--- src/rtl/cdtmr_pkg.sv ---
package cdtmr_pkg;

    // Control register field positions (software decodes these)
    localparam int CLK_EN_BIT = 0;
    localparam int IRQ_EN_BIT = 1;
    localparam int ACK_BIT    = 4;

    typedef enum logic [1:0] {
        SEL_NONE  = 2'd0,
        SEL_CTRL  = 2'd1,
        SEL_TICKS = 2'd2
    } reg_sel_e;

    typedef struct packed {
        logic irq_en;
        logic clk_en;
    } ctrl_s;

    typedef struct packed {
        logic clk_en;
        logic irq_en;
        logic ack;
    } ctrl_wfields_s;

    function automatic ctrl_wfields_s split_ctrl(input logic b_en, input logic b_ie,
                                                 input logic b_ack);
        ctrl_wfields_s f;
        f.clk_en = b_en;
        f.irq_en = b_ie;
        f.ack    = b_ack;
        return f;
    endfunction

endpackage

--- src/rtl/cdtmr_decode.sv ---
module cdtmr_decode
    import cdtmr_pkg::*;
#(
    parameter int ADDR_W   = 8,
    parameter int CTRL_OFS = 'h40,
    parameter int TICK_OFS = 'h44
) (
    input  logic [ADDR_W-1:0] addr,
    input  logic              wr_en,
    output reg_sel_e          sel,
    output logic              ctrl_wr,
    output logic              tick_wr
);
    localparam logic [ADDR_W-1:0] CTRL_A = ADDR_W'(CTRL_OFS);
    localparam logic [ADDR_W-1:0] TICK_A = ADDR_W'(TICK_OFS);

    always_comb begin
        if (addr == CTRL_A)      sel = SEL_CTRL;
        else if (addr == TICK_A) sel = SEL_TICKS;
        else                     sel = SEL_NONE;
    end

    assign ctrl_wr = wr_en && (sel == SEL_CTRL);
    assign tick_wr = wr_en && (sel == SEL_TICKS);
endmodule

--- src/rtl/cdtmr_ctrl.sv ---
module cdtmr_ctrl
    import cdtmr_pkg::*;
(
    input  logic          clk,
    input  logic          rst,
    input  logic          ctrl_wr,
    input  ctrl_wfields_s wf,
    output ctrl_s         ctrl,
    output logic          ack_pulse
);
    ctrl_s ctrl_q;

    always_ff @(posedge clk) begin
        if (rst) begin
            ctrl_q <= '0;
        end else if (ctrl_wr) begin
            ctrl_q.clk_en <= wf.clk_en;
            // interrupt-enable only moves while the clock is already on
            if (ctrl_q.clk_en) ctrl_q.irq_en <= wf.irq_en;
        end
    end

    assign ctrl      = ctrl_q;
    assign ack_pulse = ctrl_wr && ctrl_q.clk_en && wf.ack;
endmodule

--- src/rtl/cdtmr_counter.sv ---
module cdtmr_counter #(
    parameter int DATA_W    = 32,
    parameter int MIN_TICKS = 3
) (
    input  logic              clk,
    input  logic              rst,
    input  logic              clk_en,
    input  logic              load,
    input  logic [DATA_W-1:0] load_val,
    input  logic              ack,
    output logic [DATA_W-1:0] count,
    output logic              running,
    output logic              pending
);
    localparam logic [DATA_W-1:0] MIN_V = DATA_W'(MIN_TICKS);
    localparam logic [DATA_W-1:0] ONE_V = DATA_W'(1);

    logic [DATA_W-1:0] cnt_q;
    logic              run_q;
    logic              pend_q;
    logic [DATA_W-1:0] start_v;
    logic              expire;

    assign start_v = (load_val < MIN_V) ? MIN_V : load_val;
    assign expire  = clk_en && !load && run_q && (cnt_q == ONE_V);

    always_ff @(posedge clk) begin
        if (rst) begin
            cnt_q <= '0;
            run_q <= 1'b0;
        end else if (!clk_en) begin
            run_q <= 1'b0;
        end else if (load) begin
            cnt_q <= start_v;
            run_q <= 1'b1;
        end else if (run_q) begin
            cnt_q <= cnt_q - ONE_V;
            if (cnt_q == ONE_V) run_q <= 1'b0;
        end
    end

    // expiry wins over a simultaneous acknowledge so no event is lost
    always_ff @(posedge clk) begin
        if (rst)         pend_q <= 1'b0;
        else if (expire) pend_q <= 1'b1;
        else if (ack)    pend_q <= 1'b0;
    end

    assign count   = cnt_q;
    assign running = run_q;
    assign pending = pend_q;
endmodule

--- src/rtl/cdtmr_top.sv ---
module cdtmr_top
    import cdtmr_pkg::*;
#(
    parameter int ADDR_W    = 8,
    parameter int DATA_W    = 32,
    parameter int CTRL_OFS  = 'h40,
    parameter int TICK_OFS  = 'h44,
    parameter int MIN_TICKS = 3
) (
    input  logic              clk,
    input  logic              rst,
    input  logic              wr_en,
    input  logic [ADDR_W-1:0] addr,
    input  logic [DATA_W-1:0] wdata,
    output logic [DATA_W-1:0] rdata,
    output logic              irq
);
    reg_sel_e          sel;
    logic              ctrl_wr;
    logic              tick_wr;
    ctrl_s             ctrl;
    ctrl_wfields_s     wf;
    logic              ack_pulse;
    logic [DATA_W-1:0] count;
    logic              running;
    logic              pending;
    logic              load;

    cdtmr_decode #(
        .ADDR_W  (ADDR_W),
        .CTRL_OFS(CTRL_OFS),
        .TICK_OFS(TICK_OFS)
    ) u_dec (
        .addr   (addr),
        .wr_en  (wr_en),
        .sel    (sel),
        .ctrl_wr(ctrl_wr),
        .tick_wr(tick_wr)
    );

    assign wf = split_ctrl(wdata[CLK_EN_BIT], wdata[IRQ_EN_BIT], wdata[ACK_BIT]);

    cdtmr_ctrl u_ctrl (
        .clk      (clk),
        .rst      (rst),
        .ctrl_wr  (ctrl_wr),
        .wf       (wf),
        .ctrl     (ctrl),
        .ack_pulse(ack_pulse)
    );

    assign load = tick_wr && ctrl.clk_en;

    cdtmr_counter #(
        .DATA_W   (DATA_W),
        .MIN_TICKS(MIN_TICKS)
    ) u_cnt (
        .clk     (clk),
        .rst     (rst),
        .clk_en  (ctrl.clk_en),
        .load    (load),
        .load_val(wdata),
        .ack     (ack_pulse),
        .count   (count),
        .running (running),
        .pending (pending)
    );

    always_comb begin
        rdata = '0;
        unique case (sel)
            SEL_CTRL: begin
                rdata[CLK_EN_BIT] = ctrl.clk_en;
                rdata[IRQ_EN_BIT] = ctrl.irq_en;
            end
            SEL_TICKS: rdata = count;
            default:   rdata = '0;
        endcase
    end

    assign irq = pending && ctrl.irq_en;
endmodule

--- config.mk ---
export PLATFORM = sky130hd
export DESIGN_NAME = cdtmr_top
export DESIGN_NICKNAME = d
export VERILOG_FILES = /design/src/rtl/cdtmr_pkg.sv /design/src/rtl/cdtmr_decode.sv /design/src/rtl/cdtmr_ctrl.sv /design/src/rtl/cdtmr_counter.sv /design/src/rtl/cdtmr_top.sv
export SDC_FILE = /design/constraint.sdc
export NUM_CORES = 1
export LEC_CHECK = 0
export ABC_AREA = 1
export BUFFER_PORTS_ARGS = -buffer_cell sky130_fd_sc_hd__clkbuf_2
export CAP_MARGIN = 20
export CORE_AREA = 2 2 84 86
export DETAILED_ROUTE_END_ITERATION = 6
export DIE_AREA = 0 0 86 88
export PLACE_DENSITY = 0.72
export SYNTH_ARGS = -nofsm -noshare
export SYNTH_HDL_FRONTEND = slang
export SYNTH_HIERARCHICAL = 1
export SYNTH_SLANG_ARGS = --single-unit
--- constraint.sdc ---
create_clock -name clk -period 2.4 [get_ports clk]
set_input_delay 0.12 -clock clk [delete_from_list [all_inputs] [get_ports clk]]
set_output_delay 0.12 -clock clk [all_outputs]
set_load 0.02 [all_outputs]
## Word level (Yosys, flattened, before mapping)

Cells that the tools add are included.

| word-level totals | value |
|---|---|
| flip-flop bits (word level) | 36 |
| bits of input ports | 43 |
| output and inout port bits | 33 |
| logic and storage cells | 40 |

| cells by class | value |
|---|---|
| $add $sub $neg | 1 |
| magnitude comparators | 1 |
| eq/ne operators | 5 |
| mux-type cells | 12 |
| bitwise gates (word level) | 1 |
| reduce and logical (&&, ||, !) cells | 15 |

Operators with widths:

| operator | number |
|---|---|
| $mux 32 | 3 |
| $eq 32x1->1 const B | 1 |
| $lt 32x2->1 const B | 1 |
| $sub 32x1->32 const B | 1 |
| $mux 30 | 1 |
| $eq 8x7->1 const B | 2 |
| $logic_and 1x1->1 | 9 |
| $mux 1 | 5 |
| $mux 2 | 2 |
| $pmux 2 s2 | 1 |
| $reduce_and 2->1 | 2 |
| $reduce_bool 2->1 | 2 |
| $eq 2x1->1 const B | 1 |
| $eq 2x2->1 const B | 1 |
| $reduce_or 2->1 | 1 |
| $logic_not 1->1 | 1 |
| $not 1->1 | 1 |

## Depth between registers and ports, before layout

Gate-level depths: netlist (run 1).

| logic depth | value |
|---|---|
| depth after elaboration | 11 |
| depth in mapped cells | 14 |
| gate-level depth less buffers | 14 |

## Hierarchy

The synthesis (run 1) kept the hierarchy.

Modules (own cells, without submodules):

| module | times used | cells each | area an instance (um2) | seq. area each (um2) |
|---|---|---|---|---|
| cdtmr_counter | 1 | 433 | 2640.0 | 680.7 |
| cdtmr_top | 1 | 77 | 331.6 | 0.0 |
| cdtmr_ctrl | 1 | 15 | 92.6 | 40.0 |
| cdtmr_decode | 1 | 22 | 85.1 | 0.0 |

## Worst setup path before layout (run 1)

No wires, ideal clock.

| timing | value |
|---|---|
| path type | register to register |
| from | register u_cnt.cnt_q[0] (netlist: u_cnt/count[0]) |
| to | register u_cnt.cnt_q[30] (netlist: u_cnt/count[30]) |
| setup time | 0.138 ns |
| data arrival time | 1.310 ns |
| required time | 2.262 ns |
| path slack | 0.952 ns |
| stages on the path, launching flop included | 10 |
| buffers on the path | 0 |
| clock period less this slack | 1.448 ns |
| cell sequence | dfxtp_1 -> inv_1 -> ha_1 -> nand3_2 -> nor2_2 -> nand2_1 -> o21ai_0 -> nand3_1 -> nand2_1 -> a21oi_1 |

| on the way | value |
|---|---|
| longest elaborated chain between the ends | 3 |

Ends and longest elaborated chain:

| element | line | source |
|---|---|---|
| start, declared | cdtmr_counter.sv:18 | `logic [DATA_W-1:0] cnt_q;` |
| start signal, assigned | cdtmr_counter.sv:34 | `cnt_q <= start_v;` |
| start signal, assigned | cdtmr_counter.sv:37 | `cnt_q <= cnt_q - ONE_V;` |
| $sub 32x1->32 | cdtmr_counter.sv:37 |  |
| $mux 32 | cdtmr_counter.sv:36 | `end else if (run_q) begin` |
| $mux 32 | cdtmr_counter.sv:33 | `end else if (load) begin` |

No other way between the ends. The select of a mux whose other input is x is not followed.
A chain may end at the register's enable or synchronous reset.

## Worst setup path after layout (run 1)

| timing | value |
|---|---|
| from | register, netlist name u_ctrl/ctrl[0] |
| to | register u_cnt.cnt_q[21] (netlist: u_cnt/count[21]) |

| on the way | value |
|---|---|
| longest elaborated chain between the ends | 3 |
| elaborated cells on any way between the ends | 4 |
| classes of those cells | 1 x mux; 3 x reduce/logical |

Ends and longest elaborated chain:

| element | line | source |
|---|---|---|
| $logic_and 1x1->1 (*) | cdtmr_top.sv:52 | `assign load = tick_wr && ctrl.clk_en;` |
| named net load | cdtmr_top.sv:27 | `logic load;` |
| $reduce_bool 2->1 (no source line) | n/a |  |
| $reduce_and 2->1 (no source line) | n/a |  |

The timed path passes the listed nets; every way through them passes the cells marked *.

==> results of run 1 <==
## cells in the mapped netlist
cell type	n
sky130_fd_sc_hd__clkbuf_1	9
sky130_fd_sc_hd__inv_2	2
sky130_fd_sc_hd__nand3_1	27
sky130_fd_sc_hd__xnor2_1	1
sky130_fd_sc_hd__o2111ai_1	3
sky130_fd_sc_hd__or2_2	2
sky130_fd_sc_hd__nor4_1	1
sky130_fd_sc_hd__nand2_1	148
sky130_fd_sc_hd__a21oi_1	15
sky130_fd_sc_hd__ha_1	4
sky130_fd_sc_hd__and2_0	1
sky130_fd_sc_hd__o21bai_1	2
sky130_fd_sc_hd__xor2_1	3
sky130_fd_sc_hd__nor3_1	3
sky130_fd_sc_hd__a31oi_1	5
sky130_fd_sc_hd__a21oi_2	5
sky130_fd_sc_hd__a22oi_1	4
sky130_fd_sc_hd__nor2_8	1
sky130_fd_sc_hd__buf_4	1
sky130_fd_sc_hd__nor2_4	9
sky130_fd_sc_hd__o211ai_1	6
sky130_fd_sc_hd__nand2_2	9
sky130_fd_sc_hd__o22ai_1	1
sky130_fd_sc_hd__nand2_4	3
sky130_fd_sc_hd__o32ai_1	1
sky130_fd_sc_hd__dfxtp_1	36
sky130_fd_sc_hd__inv_1	95
sky130_fd_sc_hd__nand4_1	12
sky130_fd_sc_hd__nor2_1	76
sky130_fd_sc_hd__buf_2	5
sky130_fd_sc_hd__nand3_2	2
sky130_fd_sc_hd__o21ai_0	37
sky130_fd_sc_hd__o21ai_1	1
sky130_fd_sc_hd__clkinv_1	1
sky130_fd_sc_hd__buf_6	3
sky130_fd_sc_hd__nor2_2	13
## worst max path at each step
stage / start / endpoint / slack (ns) / depth (start not counted)
after detailed placement: addr[7] / u_cnt/count[21] / 0.59 / 14
after CTS: u_cnt/count[0] / u_cnt/count[22] / 0.69 / 9
final: u_ctrl/ctrl[0] / u_cnt/count[21] / 0.66 / 8
after floorplan: u_cnt/count[0] / u_cnt/count[30] / 0.95 / 9
after global routing: u_ctrl/ctrl[0] / u_cnt/count[22] / 0.52 / 8
after global placement: addr[7] / u_cnt/count[21] / 0.64 / 14
## per-layer routing
metal	wire length, um	global-route usage [%]	vias up
li1	-	-	1846
met2	4527	44.40	137
met5	0	0	-
met3	593	3.110	12
met1	4129	33.12	1626
met4	161	8.225	0
## per-stage QoR
| stage | hold slack [ns] | setup WS [ns] | instance area [um2] |
|---|---|---|---|
| global placement | 0.3865 | 0.6401 | 3585 |
| detailed placement | 0.3919 | 0.5946 | 3585 |
| CTS | 0.07673 | 0.6853 | 3675 |
| global route | 0.09124 | 0.5240 | 3675 |
| floorplan | 0.2370 | 0.9523 | 3149 |
| finish | 0.07905 | 0.6640 | 3675 |
## state kept, by name, summed over array words and instances (netlist names)
register	cells
u_ctrl/ctrl	2
u_cnt/count	32
u_cnt/running	1
u_cnt/pending	1
## area by class of cell
type	instances	area [um2]	share of cell area, %
repair buffers	83	435.4	11.85
well taps	80	100.1	2.724
multi-input cells	395	1961	53.35
inverters	98	367.9	10.01
clock buffers	8	90.09	2.451
flip-flops and latches	36	720.7	19.61
## critical path: stages (launching register included)
cell                      delay [ns]
sky130_fd_sc_hd__dfxtp_1        0.43
sky130_fd_sc_hd__nand2_1        0.07
sky130_fd_sc_hd__inv_1          0.10
sky130_fd_sc_hd__nand2_1        0.07
sky130_fd_sc_hd__nand2_1        0.09
sky130_fd_sc_hd__inv_1          0.06
sky130_fd_sc_hd__nor2_2         0.35
sky130_fd_sc_hd__inv_1          0.26
sky130_fd_sc_hd__o21ai_0        0.23
## cell families after synthesis
logic type               count (synthesis)
AO/OA/AOI/OAI                           80
XOR/XNOR                                 4
adder cells (fa/ha/maj)                  4
buffers and inverters                  116
flip-flops                              36
AND/OR/NAND/NOR                        307
## power by group through the flow
stage	sequential, mW	clock, mW	combinational (mW)
floorplan	0.611	0	0.0217
global placement	0.611	0	0.0718
detailed placement	0.611	0	0.0733
CTS	0.597	0.478	0.0735
global route	0.597	0.498	0.0806
finish	0.597	0.465	0.0733
==> PnR_summary.wiki, run 1 <==
{| class="wikitable"
! Metric !! Value
|-
| Worst hold path cell count || 3
|-
| TritonCTS clock tree || yes
|-
| First-pass GRT wire length || 15240 um
|-
| Switching part of the total || 23.99%
|-
| Final number of hold-violating endpoints || 0
|-
| Die outline height || 88 um
|-
| Buffers added on ports || 75
|-
| Largest fanout of any net on the critical path || 7
|-
| Total power divided by cell area || 308.8 mW/mm2
|-
| Synth Cell Area || 0.003149 mm2
|-
| Standard-cell row count || 30
|-
| Ports || 76
|-
| Fraction of synthesized area in multiplexers || 0%
|-
| Placed instance count || 692
|-
| Per-instance average area after synthesis || 5.757 um2
|-
| Outcome || completed
|-
| Fill cell count || 691
|-
| Final HPWL DP || 7236 um
|-
| Starting Density || 47.40%
|-
| Part of the power in combinational logic || 6.5%
|-
| Register area share after synthesis || 22.88%
|-
| Compound-cell area share of the yosys netlist || 14.98%
|-
| Adder-cell share of the synthesized area || 1.589%
|-
| Detailed-router iteration count before antenna repair || 6
|-
| Top library cells by usage in the layout, fill and taps aside || 148 x sky130_fd_sc_hd__nand2_1, 95 x sky130_fd_sc_hd__inv_1, 76 x sky130_fd_sc_hd__nor2_1
|-
| Share of total power in sequential cells || 52.6%
|-
| Endpoint required time on the critical path || 2.62 ns
|-
| Crit path DAT || 1.95 ns
|-
| Simple-gate share of the synthesized area || 44.58%
|-
| Static leakage || 2.281 nW
|-
| Sw power || 0.2722 mW
|-
| Number of hold buffers added after cts || 0
|-
| H-tree depth || 2
|-
| Clock latency reported for the late side of the worst-skew pair || 0.29 ns
|-
| Register clock-pin slew on the reported worst setup and hold paths || 0.08 ns
|-
| Syn Nets || 594
|-
| Number of distinct library cell variants in the gate-level netlist after synthesis || 36
|-
| Number of antenna violations at the first check in global routing || 0
|-
| Inserted Diodes || 0
|-
| Post-CTS Repair Setup Buffers || 0
|-
| Synth-to-layout area growth || 16.69%
|-
| Share of layout cells above drive strength 1 || 21.77%
|-
| Worst Tran Pin Value || 0.7753 ns
|-
| Detailed-route wire length || 9413 um
|-
| CTS Buf Count || 5
|-
| Largest family of logic cells by synthesized area || simple AND/OR/NAND/NOR gates
|-
| Maximum clock insertion buffer count || 2
|-
| Largest net degree at the start of global routing || 33
|-
| Max-slew violation total from the final report || 0
|-
| Post-Route Setup TNS || 0 ns
|-
| Initial detailed-routing violation count || 316
|-
| Number of setup violations in the final report || 0
|-
| Final period utilization || 72.34%
|-
| DIE AREA || 0.007568 mm2
|-
| Maximum clock frequency || 0.5760 GHz
|-
| Shortest clock period the worst path allows after layout || 1.736 ns
|-
| Slew HR || 48.26%
|-
| End of the worst hold path || u_cnt/count[13]
|-
| Area share of the largest cell type after synthesis || 22.88%
|-
| Parity-gate share of the synthesized area counting xor and xnor cells || 1.112%
|-
| GRT Overall Usage || 25.61%
|-
| Worst reg2reg endpoint || u_cnt/count[21]
|-
| Yosys top cell by area || sky130_fd_sc_hd__dfxtp_1
|-
| Kind of capture point of the worst setup path || flip-flop
|-
| Register bit total from synthesis || 36
|-
| Critical register-to-register path startpoint || u_ctrl/ctrl[0]
|-
| Skew final || 0.004575 ns
|-
| Top cells by area in the synthesized netlist || sky130_fd_sc_hd__dfxtp_1 23%, sky130_fd_sc_hd__nand2_1 18%, sky130_fd_sc_hd__inv_1 11%
|-
| Gr ovfl total || 0
|-
| Maximum vdd ir drop || 192.3 uV
|-
| Count of clock tree sinks || 36
|-
| Detailed-route wire length per cell || 13.45 um
|-
| Reg2Reg Depth || 8
|-
| Hold wc startpoint || wdata[13]
|-
| Post-route DRC violation count || 0
|-
| Kind of critical path || reg -> reg
|-
| Unrepaired setup endpoints after global routing || false
|-
| Clk network pwr share || 40.9%
|-
| Max-cap violation count || 0
|-
| Final weighted congestion of routability-driven global placement || 0.9633
|-
| Syn. warnings || 6
|-
| Routed vias/inst || 5.173
|-
| Root Driver || sky130_fd_sc_hd__clkbuf_8
|-
| Hold/Removal Path Class || in -> reg
|-
| Chip width || 86 um
|-
| Final standard cell utilization of the core || 55.31%
|-
| Number of global-route vias before repair || 3323
|-
| Routed via count || 3621
|-
| Area of the placeable core || 0.006644 mm2
|-
| NumNets Final || 666
|-
| Routed Antenna Nets || 0
|-
| Total chip power || 1.135 mW
|-
| Startpoint types || flip-flop
|-
| Cells after Synth || 547
|-
| Most common library cell in the layout ignoring fill and taps || sky130_fd_sc_hd__nand2_1
|-
| P_int || 0.8625 mW
|-
| Post-CTS Resized || 0
|-
| Final cell count without fillers || 700
|-
| Worst reg-to-reg setup slack || 0.66 ns
|}
Note: power is estimated with default switching activity, not from simulation.
==> run 2: changes to the inputs <==
--- a/config.mk
+++ b/config.mk
@@ -5,13 +5,13 @@
 export SDC_FILE = /design/constraint.sdc
 export NUM_CORES = 1
 export LEC_CHECK = 0
-export ABC_AREA = 1
+export ABC_AREA = 0
 export BUFFER_PORTS_ARGS = -buffer_cell sky130_fd_sc_hd__clkbuf_2
 export CAP_MARGIN = 20
-export CORE_AREA = 2 2 84 86
+export CORE_AREA = 2 2 77 79
 export DETAILED_ROUTE_END_ITERATION = 6
-export DIE_AREA = 0 0 86 88
-export PLACE_DENSITY = 0.72
+export DIE_AREA = 0 0 79 81
+export PLACE_DENSITY = 0.74
 export SYNTH_ARGS = -nofsm -noshare
 export SYNTH_HDL_FRONTEND = slang
 export SYNTH_HIERARCHICAL = 1
==> constraint.sdc (replaced) <==
create_clock -name clk -period 1.7 [get_ports clk]
set_input_delay 0.085 -clock clk [delete_from_list [all_inputs] [get_ports clk]]
set_output_delay 0.085 -clock clk [all_outputs]
set_load 0.02 [all_outputs]
==> PnR_summary.wiki, run 2 <==
{| class="wikitable"
! Metric !! Value
|-
| Detailed-route wire length || 14960 um (was 9413 um)
|-
| CP Buf/Inv Count || 1 (was 3)
|-
| Most instantiated flip-flop cell in the synthesis netlist || sky130_fd_sc_hd__dfxtp_1 (unchanged)
|-
| Post-route worst setup slack || -0.7225 ns (was 0.6640 ns)
|-
| Cell types with the highest counts after synthesis || 37 x sky130_fd_sc_hd__nor2_1, 36 x sky130_fd_sc_hd__dfxtp_1, 30 x sky130_fd_sc_hd__and2_2, 29 x sky130_fd_sc_hd__nand2_1, 17 x sky130_fd_sc_hd__nor4_1 (was 148 x sky130_fd_sc_hd__nand2_1, 95 x sky130_fd_sc_hd__inv_1, 76 x sky130_fd_sc_hd__nor2_1, 37 x sky130_fd_sc_hd__o21ai_0, 36 x sky130_fd_sc_hd__dfxtp_1)
|-
| First-pass GRT wire length || 19850 um (was 15240 um)
|-
| TritonCTS clock tree || yes (unchanged)
|-
| H-tree depth || 2 (unchanged)
|-
| Largest net degree at the start of global routing || 19 (was 33)
|-
| Yosys top cell by area || sky130_fd_sc_hd__dfxtp_1 (unchanged)
|-
| Number of global-route vias before repair || 3855 (was 3323)
|-
| Slew HR || 64.85% (was 48.26%)
|-
| Kind of critical path || reg -> reg (unchanged)
|-
| Maximum clock frequency || 0.4128 GHz (was 0.5760 GHz)
|-
| Register bit total from synthesis || 36 (unchanged)
|-
| Die outline height || 81 um (was 88 um)
|-
| Final HPWL DP || 7825 um (was 7236 um)
|-
| Synth-to-layout area growth || 89.04% (was 16.69%)
|-
| Detailed-router iteration count before antenna repair || 5 (was 6)
|-
| Critical Path, Cell by Cell || or4_4 > buf_6 > or4b_4 > nor4_4 > mux2_2 > nor2_1 (was nand2_1 > inv_1 > nand2_1 > nand2_1 > inv_1 > nor2_2 > inv_1 > o21ai_0)
|-
| Inserted Diodes || 0 (unchanged)
|-
| Hold/Removal Path Class || in -> reg (unchanged)
|-
| Largest register FFs || 32 (unchanged)
|-
| Register clock-pin slew on the reported worst setup and hold paths || 0.08 ns (about the same)
|-
| Cells after Synth || 340 (was 547)
|-
| Post-route DRC violation count || 0 (unchanged)
|-
| Final number of hold-violating endpoints || 0 (unchanged)
|-
| Proportion of register bits with asynchronous set or reset after synthesis || 0% (unchanged)
|-
| Count of clock tree sinks || 36 (unchanged)
|-
| Part of the power in combinational logic || 9.3% (was 6.5%)
|-
| Routed vias/inst || 6.803 (was 5.173)
|-
| Root Driver || sky130_fd_sc_hd__clkbuf_8 (unchanged)
|-
| Slowest cell on the critical path || sky130_fd_sc_hd__or4_4 (was sky130_fd_sc_hd__dfxtp_1)
|-
| Maximum vdd ir drop || 291.3 uV (was 192.3 uV)
|-
| Violations in the final reports || negative setup slack
|-
| Most frequently used cell type in the post-synthesis netlist || sky130_fd_sc_hd__nor2_1 (was sky130_fd_sc_hd__nand2_1)
|-
| Syn. warnings || 6 (unchanged)
|-
| Top library cells by usage in the layout, fill and taps aside || 92 x sky130_fd_sc_hd__buf_4, 42 x sky130_fd_sc_hd__clkbuf_2, 34 x sky130_fd_sc_hd__buf_8 (was 148 x sky130_fd_sc_hd__nand2_1, 95 x sky130_fd_sc_hd__inv_1, 76 x sky130_fd_sc_hd__nor2_1)
|-
| Crit path DAT || 2.65 ns (was 1.95 ns)
|-
| Clk network pwr share || 38.4% (was 40.9%)
|-
| Fill cell count || 267 (was 691)
|-
| Final period utilization || 142.5% (was 72.34%)
|-
| Per-instance average area after synthesis || 7.721 um2 (was 5.757 um2)
|-
| Number of distinct library cell variants in the gate-level netlist after synthesis || 61 (was 36)
|-
| Skew final || 0.005109 ns (was 0.004575 ns)
|-
| Worst setup slack before clock tree synthesis || -0.6398 ns (was 0.5946 ns)
|-
| Starting Density || 46.25% (was 47.40%)
|-
| Routed Antenna Nets || 0 (unchanged)
|-
| Unrepaired setup endpoints after global routing || true (was false)
|-
| Number of flops mapped to enable cells by yosys || 0 (unchanged)
|-
| Max-cap violation count || 0 (unchanged)
|-
| Total power divided by cell area || 324.3 mW/mm2 (was 308.8 mW/mm2)
|-
| Most common library cell in the layout ignoring fill and taps || sky130_fd_sc_hd__buf_4 (was sky130_fd_sc_hd__nand2_1)
|-
| Area of the placeable core || 0.005675 mm2 (was 0.006644 mm2)
|-
| Synth Cell Area || 0.002625 mm2 (was 0.003149 mm2)
|-
| Multi-input combinational cell area || 0.002321 mm2 (was 0.001961 mm2)
|-
| Post-Route Setup TNS || -18.15 ns (was 0 ns)
|-
| Startpoint types || flip-flop (unchanged)
|-
| Area share of the largest cell type after synthesis || 27.45% (was 22.88%)
|-
| Switching part of the total || 26.47% (was 23.99%)
|-
| Sw power || 0.4259 mW (was 0.2722 mW)
|-
| Number of antenna violations at the first check in global routing || 0 (unchanged)
|-
| Number of hold buffers added after cts || 0 (unchanged)
|-
| Delay contributed by the slowest stage of the critical path || 0.55 ns (was 0.43 ns)
|-
| CTS Buf Count || 5 (unchanged)
|-
| Static leakage || 2.250 nW (was 2.281 nW)
|-
| Cell type group with the largest total delay on the critical path || simple AND/OR/NAND/NOR gates (unchanged)
|-
| Routed via count || 4048 (was 3621)
|-
| Endpoint required time on the critical path || 1.93 ns (was 2.62 ns)
|-
| DIE AREA || 0.006399 mm2 (was 0.007568 mm2)
|-
| NumNets Final || 567 (was 666)
|-
| Maximum clock insertion buffer count || 2 (unchanged)
|-
| Outcome || finished with violations (was completed)
|-
| Max-slew violation total from the final report || 0 (unchanged)
|-
| P_int || 1.183 mW (was 0.8625 mW)
|-
| Worst Tran Pin Value || 0.5224 ns (was 0.7753 ns)
|-
| Largest fanout of any net on the critical path || 5 (was 7)
|-
| Register area share after synthesis || 27.45% (was 22.88%)
|-
| Total chip power || 1.609 mW (was 1.135 mW)
|-
| Share of total power in sequential cells || 52.3% (was 52.6%)
|-
| GRT Overall Usage || 40.97% (was 25.61%)
|-
| Final weighted congestion of routability-driven global placement || 0.9892 (was 0.9633)
|-
| Syn Nets || 387 (was 594)
|-
| Chip width || 79 um (was 86 um)
|-
| Standard-cell row count || 28 (was 30)
|-
| Kind of capture point of the worst setup path || flip-flop (unchanged)
|-
| Number of setup violations in the final report || 66 (was 0)
|-
| Initial detailed-routing violation count || 562 (was 316)
|-
| Clock latency reported for the late side of the worst-skew pair || 0.30 ns (was 0.29 ns)
|-
| Top cells by area in the synthesized netlist || sky130_fd_sc_hd__dfxtp_1 27%, sky130_fd_sc_hd__and2_2 8.6%, sky130_fd_sc_hd__nor2_1 5.3% (was sky130_fd_sc_hd__dfxtp_1 23%, sky130_fd_sc_hd__nand2_1 18%, sky130_fd_sc_hd__inv_1 11%)
|-
| Area taken by flip-flops and latches || 728.2 um2 (was 720.7 um2)
|-
| Share of layout cells above drive strength 1 || 59.81% (was 21.77%)
|-
| Buffers added on ports || 75 (unchanged)
|-
| Detailed-route wire length per cell || 25.14 um (was 13.45 um)
|-
| Gr ovfl total || 0 (unchanged)
|-
| Ports || 76 (unchanged)
|-
| Shortest clock period the worst path allows after layout || 2.423 ns (was 1.736 ns)
|}
-- run 2: cell families (layout without fill, tap and decap cells) --
kind of cell / count (synthesis) / in the layout / share of synthesized area [%]
AO/OA/AOI/OAI: 76 / 76 / 21.69
adder cells (fa/ha/maj): 4 / 4 / 1.907
AND/OR/NAND/NOR: 186 / 187 / 40.09
multiplexers: 11 / 11 / 4.290
XOR/XNOR: 1 / 1 / 0.3337
buffers and inverters: 26 / 205 / 4.242
flip-flops: 36 / 36 / 27.45
-- run 2: final cells by class --
cell class	instances	share of cell area, %
clock buffers	6	1.462
clock inverters	1	0.1009
inverters	9	0.6808
multi-input cells	279	46.77
flip-flops and latches	36	14.67
well taps	75	1.891
repair buffers	189	34.42
-- run 2: worst register-to-register path, delay by kind of cell (launching register included) --
family	cells	cell delay [ns]
AND/OR/NAND/NOR	4	1.47
flip-flops	1	0.37
multiplexers	1	0.36
buffers and inverters	1	0.15
-- run 2: per-layer routing --
layer,track usage [%],wire (um),vias to the layer above
met1,45.67,5134,1862
met2,67.88,6826,415
met5,0,0,-
met3,11.00,1811,133
li1,-,-,1638
met4,29.31,1185,0
-- run 2: stage by stage --
step           util [%]  hold slack, ns  cells  cell area, um2
2_1_floorplan         -          0.1474    340            2808
3_3_place_gp      68.03          0.3107    568            3861
3_5_place_dp      68.03          0.3214    568            3861
4_1_cts           83.09         0.01737    591            4716
5_1_grt           87.43         0.01578    595            4962
6_report          87.43         0.01087    595            4962
-- run 2: path summary, 6_finish.rpt --
check                                     start         endpoint  cells after the start  slack (ns)
worst min-delay path                  wdata[12]  u_cnt/count[12]                      2        0.01
worst max-delay path            u_cnt/count[10]  u_cnt/count[26]                      6       -0.72
worst max register to register  u_cnt/count[10]  u_cnt/count[26]                      6       -0.72
worst min register to register  u_cnt/count[24]  u_cnt/count[24]                      2        0.51
-- run 2: power by group through the flow --
stage	clock network, mW	logic, mW	registers [mW]
2_1_floorplan	0	0.0287	0.862
3_3_place_gp	0	0.117	0.862
3_5_place_dp	0	0.118	0.862
4_1_cts	0.592	0.132	0.843
5_1_grt	0.641	0.155	0.842
6_report	0.617	0.150	0.842
-- run 2: timing repair --
| action | in CTS | in global routing |
|---|---|---|
| cloned | 3 | 0 |
| endpoints found under the setup margin | 62 | 66 |
| resized for setup | 146 | 83 |
| pin swaps | 26 | 37 |
| setup buffers | 13 | 11 |
==> run 3: changes to the inputs <==
--- a/config.mk
+++ b/config.mk
@@ -11,7 +11,7 @@
 export CORE_AREA = 2 2 77 79
 export DETAILED_ROUTE_END_ITERATION = 6
 export DIE_AREA = 0 0 79 81
-export PLACE_DENSITY = 0.74
+export PLACE_DENSITY = 0.84
 export SYNTH_ARGS = -nofsm -noshare
 export SYNTH_HDL_FRONTEND = slang
 export SYNTH_HIERARCHICAL = 1
==> PnR_summary.wiki, run 3 (synthesized netlist as in run 2, its figures left out) <==
{| class="wikitable"
! Metric !! Value
|-
| Outcome || finished with violations (unchanged)
|-
| Violations in the final reports || negative hold slack, negative setup slack (was negative setup slack)
|-
| Inserted Diodes || 0 (unchanged)
|-
| Skew final || 0.005660 ns (was 0.005109 ns)
|-
| H-tree depth || 2 (unchanged)
|-
| Hold wc startpoint || wdata[27] (was wdata[12])
|-
| Area of all placed cells without fillers || 0.005071 mm2 (was 0.004962 mm2)
|-
| Slew HR || 56.24% (was 64.85%)
|-
| Number of antenna violations at the first check in global routing || 0 (unchanged)
|-
| Max-cap violation count || 0 (unchanged)
|-
| Count of clock tree sinks || 36 (unchanged)
|-
| Largest register FFs || 32 (unchanged)
|-
| Register clock-pin slew on the reported worst setup and hold paths || 0.08 ns (about the same)
|-
| Post-route worst setup slack || -0.7602 ns (was -0.7225 ns)
|-
| Largest net degree at the start of global routing || 16 (was 19)
|-
| Ports || 76 (unchanged)
|-
| Final cell count without fillers || 600 (was 595)
|-
| Root Driver || sky130_fd_sc_hd__clkbuf_8 (unchanged)
|-
| Number of hold buffers added after cts || 0 (unchanged)
|-
| Final HPWL DP || 7575 um (was 7825 um)
|-
| Final number of hold-violating endpoints || 1 (was 0)
|-
| Buffers added on ports || 75 (unchanged)
|-
| Final period utilization || 144.7% (was 142.5%)
|-
| Kind of critical path || reg -> reg (unchanged)
|-
| Dpl cell area || 0.003834 mm2 (was 0.003861 mm2)
|-
| Shortest clock period the worst path allows after layout || 2.460 ns (was 2.423 ns)
|-
| Routed Antenna Nets || 0 (unchanged)
|-
| Maximum vdd ir drop || 449.1 uV (was 291.3 uV)
|-
| Chip width || 79 um (unchanged)
|-
| End of the worst hold path || u_cnt/count[27] (was u_cnt/count[12])
|-
| First-pass GRT wire length || 18900 um (was 19850 um)
|-
| Post-route DRC violation count || 0 (unchanged)
|-
| CTS Buf Count || 5 (unchanged)
|-
| Unrepaired setup endpoints after global routing || true (unchanged)
|-
| Total chip power || 1.679 mW (was 1.609 mW)
|-
| Worst hold path cell count || 2 (unchanged)
|-
| Standard-cell row count || 28 (unchanged)
|-
| Detailed-route wire length || 16760 um (was 14960 um)
|-
| Worst hold margin || -0.001545 ns (was 0.01087 ns)
|-
| Starting Density || 46.25% (unchanged)
|-
| Kind of capture point of the worst setup path || flip-flop (unchanged)
|-
| Most common library cell in the layout ignoring fill and taps || sky130_fd_sc_hd__buf_4 (unchanged)
|-
| Worst reg2reg endpoint || u_cnt/count[30] (was u_cnt/count[26])
|-
| Endpoint required time on the critical path || 1.93 ns (about the same)
|-
| Placed instance count || 566 (was 568)
|-
| Total power divided by cell area || 331.1 mW/mm2 (was 324.3 mW/mm2)
|-
| Number of setup violations in the final report || 66 (unchanged)
|-
| Static leakage || 2.291 nW (was 2.250 nW)
|-
| Clock latency reported for the late side of the worst-skew pair || 0.32 ns (was 0.30 ns)
|-
| Detailed-route wire length per cell || 27.93 um (was 25.14 um)
|-
| Final weighted congestion of routability-driven global placement || 0.9469 (was 0.9892)
|-
| GRT Overall Usage || 39.06% (was 40.97%)
|-
| NumNets Final || 571 (was 567)
|-
| Top library cells by usage in the layout, fill and taps aside || 89 x sky130_fd_sc_hd__buf_4, 42 x sky130_fd_sc_hd__clkbuf_2, 34 x sky130_fd_sc_hd__buf_8 (was 92 x sky130_fd_sc_hd__buf_4, 42 x sky130_fd_sc_hd__clkbuf_2, 34 x sky130_fd_sc_hd__buf_8)
|-
| Die outline height || 81 um (unchanged)
|-
| Routed via count || 4324 (was 4048)
|-
| Largest fanout of any net on the critical path || 4 (was 5)
|-
| Worst reg-to-reg setup slack || -0.76 ns (was -0.72 ns)
|-
| Reg2Reg Depth || 7 (was 6)
|-
| Fill cell count || 238 (was 267)
|-
| Hold/Removal Path Class || in -> reg (unchanged)
|-
| Routed vias/inst || 7.207 (was 6.803)
|-
| Crit path DAT || 2.69 ns (was 2.65 ns)
|-
| Share of layout cells above drive strength 1 || 60.57% (was 59.81%)
|-
| Maximum clock insertion buffer count || 2 (unchanged)
|-
| Number of global-route vias before repair || 3829 (was 3855)
|-
| Startpoint types || flip-flop (unchanged)
|-
| Critical register-to-register path startpoint || u_cnt/count[17] (was u_cnt/count[10])
|-
| Synth-to-layout area growth || 93.18% (was 89.04%)
|-
| Area of the placeable core || 0.005675 mm2 (unchanged)
|-
| Detailed-router iteration count before antenna repair || 5 (unchanged)
|-
| DIE AREA || 0.006399 mm2 (unchanged)
|-
| TritonCTS clock tree || yes (unchanged)
|-
| Worst Tran Pin Value || 0.6503 ns (was 0.5224 ns)
|-
| Initial detailed-routing violation count || 705 (was 562)
|-
| Maximum clock frequency || 0.4065 GHz (was 0.4128 GHz)
|-
| Post-Route Setup TNS || -21.73 ns (was -18.15 ns)
|-
| Max-slew violation total from the final report || 0 (unchanged)
|-
| Gr ovfl total || 0 (unchanged)
|}
## run 3: how the worst max path moves through the flow
stage / start / end / slack (ns) / cells after the start
5_1_grt: u_cnt/count[5] / u_cnt/count[23] / -0.77 / 6
6_report: u_cnt/count[17] / u_cnt/count[30] / -0.76 / 7
3_5_place_dp: u_cnt/count[8] / u_cnt/count[31] / -0.67 / 5
4_1_cts: u_cnt/count[8] / u_cnt/count[31] / -0.61 / 5
3_3_place_gp: u_cnt/count[8] / u_cnt/count[31] / -0.61 / 5
2_1_floorplan: u_cnt/count[6] / u_cnt/count[20] / -0.70 / 8
## run 3: where the power goes
part / switching (mW) / internal, mW
Clock: 0.357 / 0.331
Combinational: 0.0915 / 0.0570
Sequential: 0.0000340 / 0.842
Total: 0.449 / 1.23
## run 3: critical path, stage by stage (launching register included)
cell and delay (ns):
sky130_fd_sc_hd__dfxtp_1 0.34, sky130_fd_sc_hd__nor4_1 0.49, sky130_fd_sc_hd__buf_4 0.20, sky130_fd_sc_hd__nand4_1 0.27, sky130_fd_sc_hd__buf_4 0.27, sky130_fd_sc_hd__nor4b_4 0.37, sky130_fd_sc_hd__o21bai_1 0.18, sky130_fd_sc_hd__a32oi_1 0.24
## run 3: timing repair
| action | in CTS | in global routing |
|---|---|---|
| cloned | 4 | 2 |
| setup endpoints to repair | 63 | 65 |
| setup buffers | 10 | 12 |
| gates resized for setup | 126 | 113 |
| pin swaps | 13 | 35 |
## run 3: metal layers
layer	wire length, um	up-vias	track usage (%)
met4	2060	0	30.69
met5	0	-	0
met1	5140	1937	43.34
li1	-	1652	-
met2	7012	511	65.00
met3	2545	224	8.667
## run 3: final cells by class
type	instances	area (um2)	area share [%]
Clock buffer	8	90.09	1.776
Timing Repair Buffer	192	1755	34.62
Multi-Input combinational cell	280	2370	46.73
Tap cell	75	93.84	1.850
Sequential cell	36	728.2	14.36
Inverter	9	33.78	0.6662
## run 3: stage by stage
stage | utilization, % | setup slack [ns]
4_1_cts | 80.38 | -0.6091
3_5_place_dp | 67.55 | -0.6692
3_3_place_gp | 67.55 | -0.6104
5_1_grt | 89.35 | -0.7683
6_report | 89.35 | -0.7602
2_1_floorplan | - | -0.6976
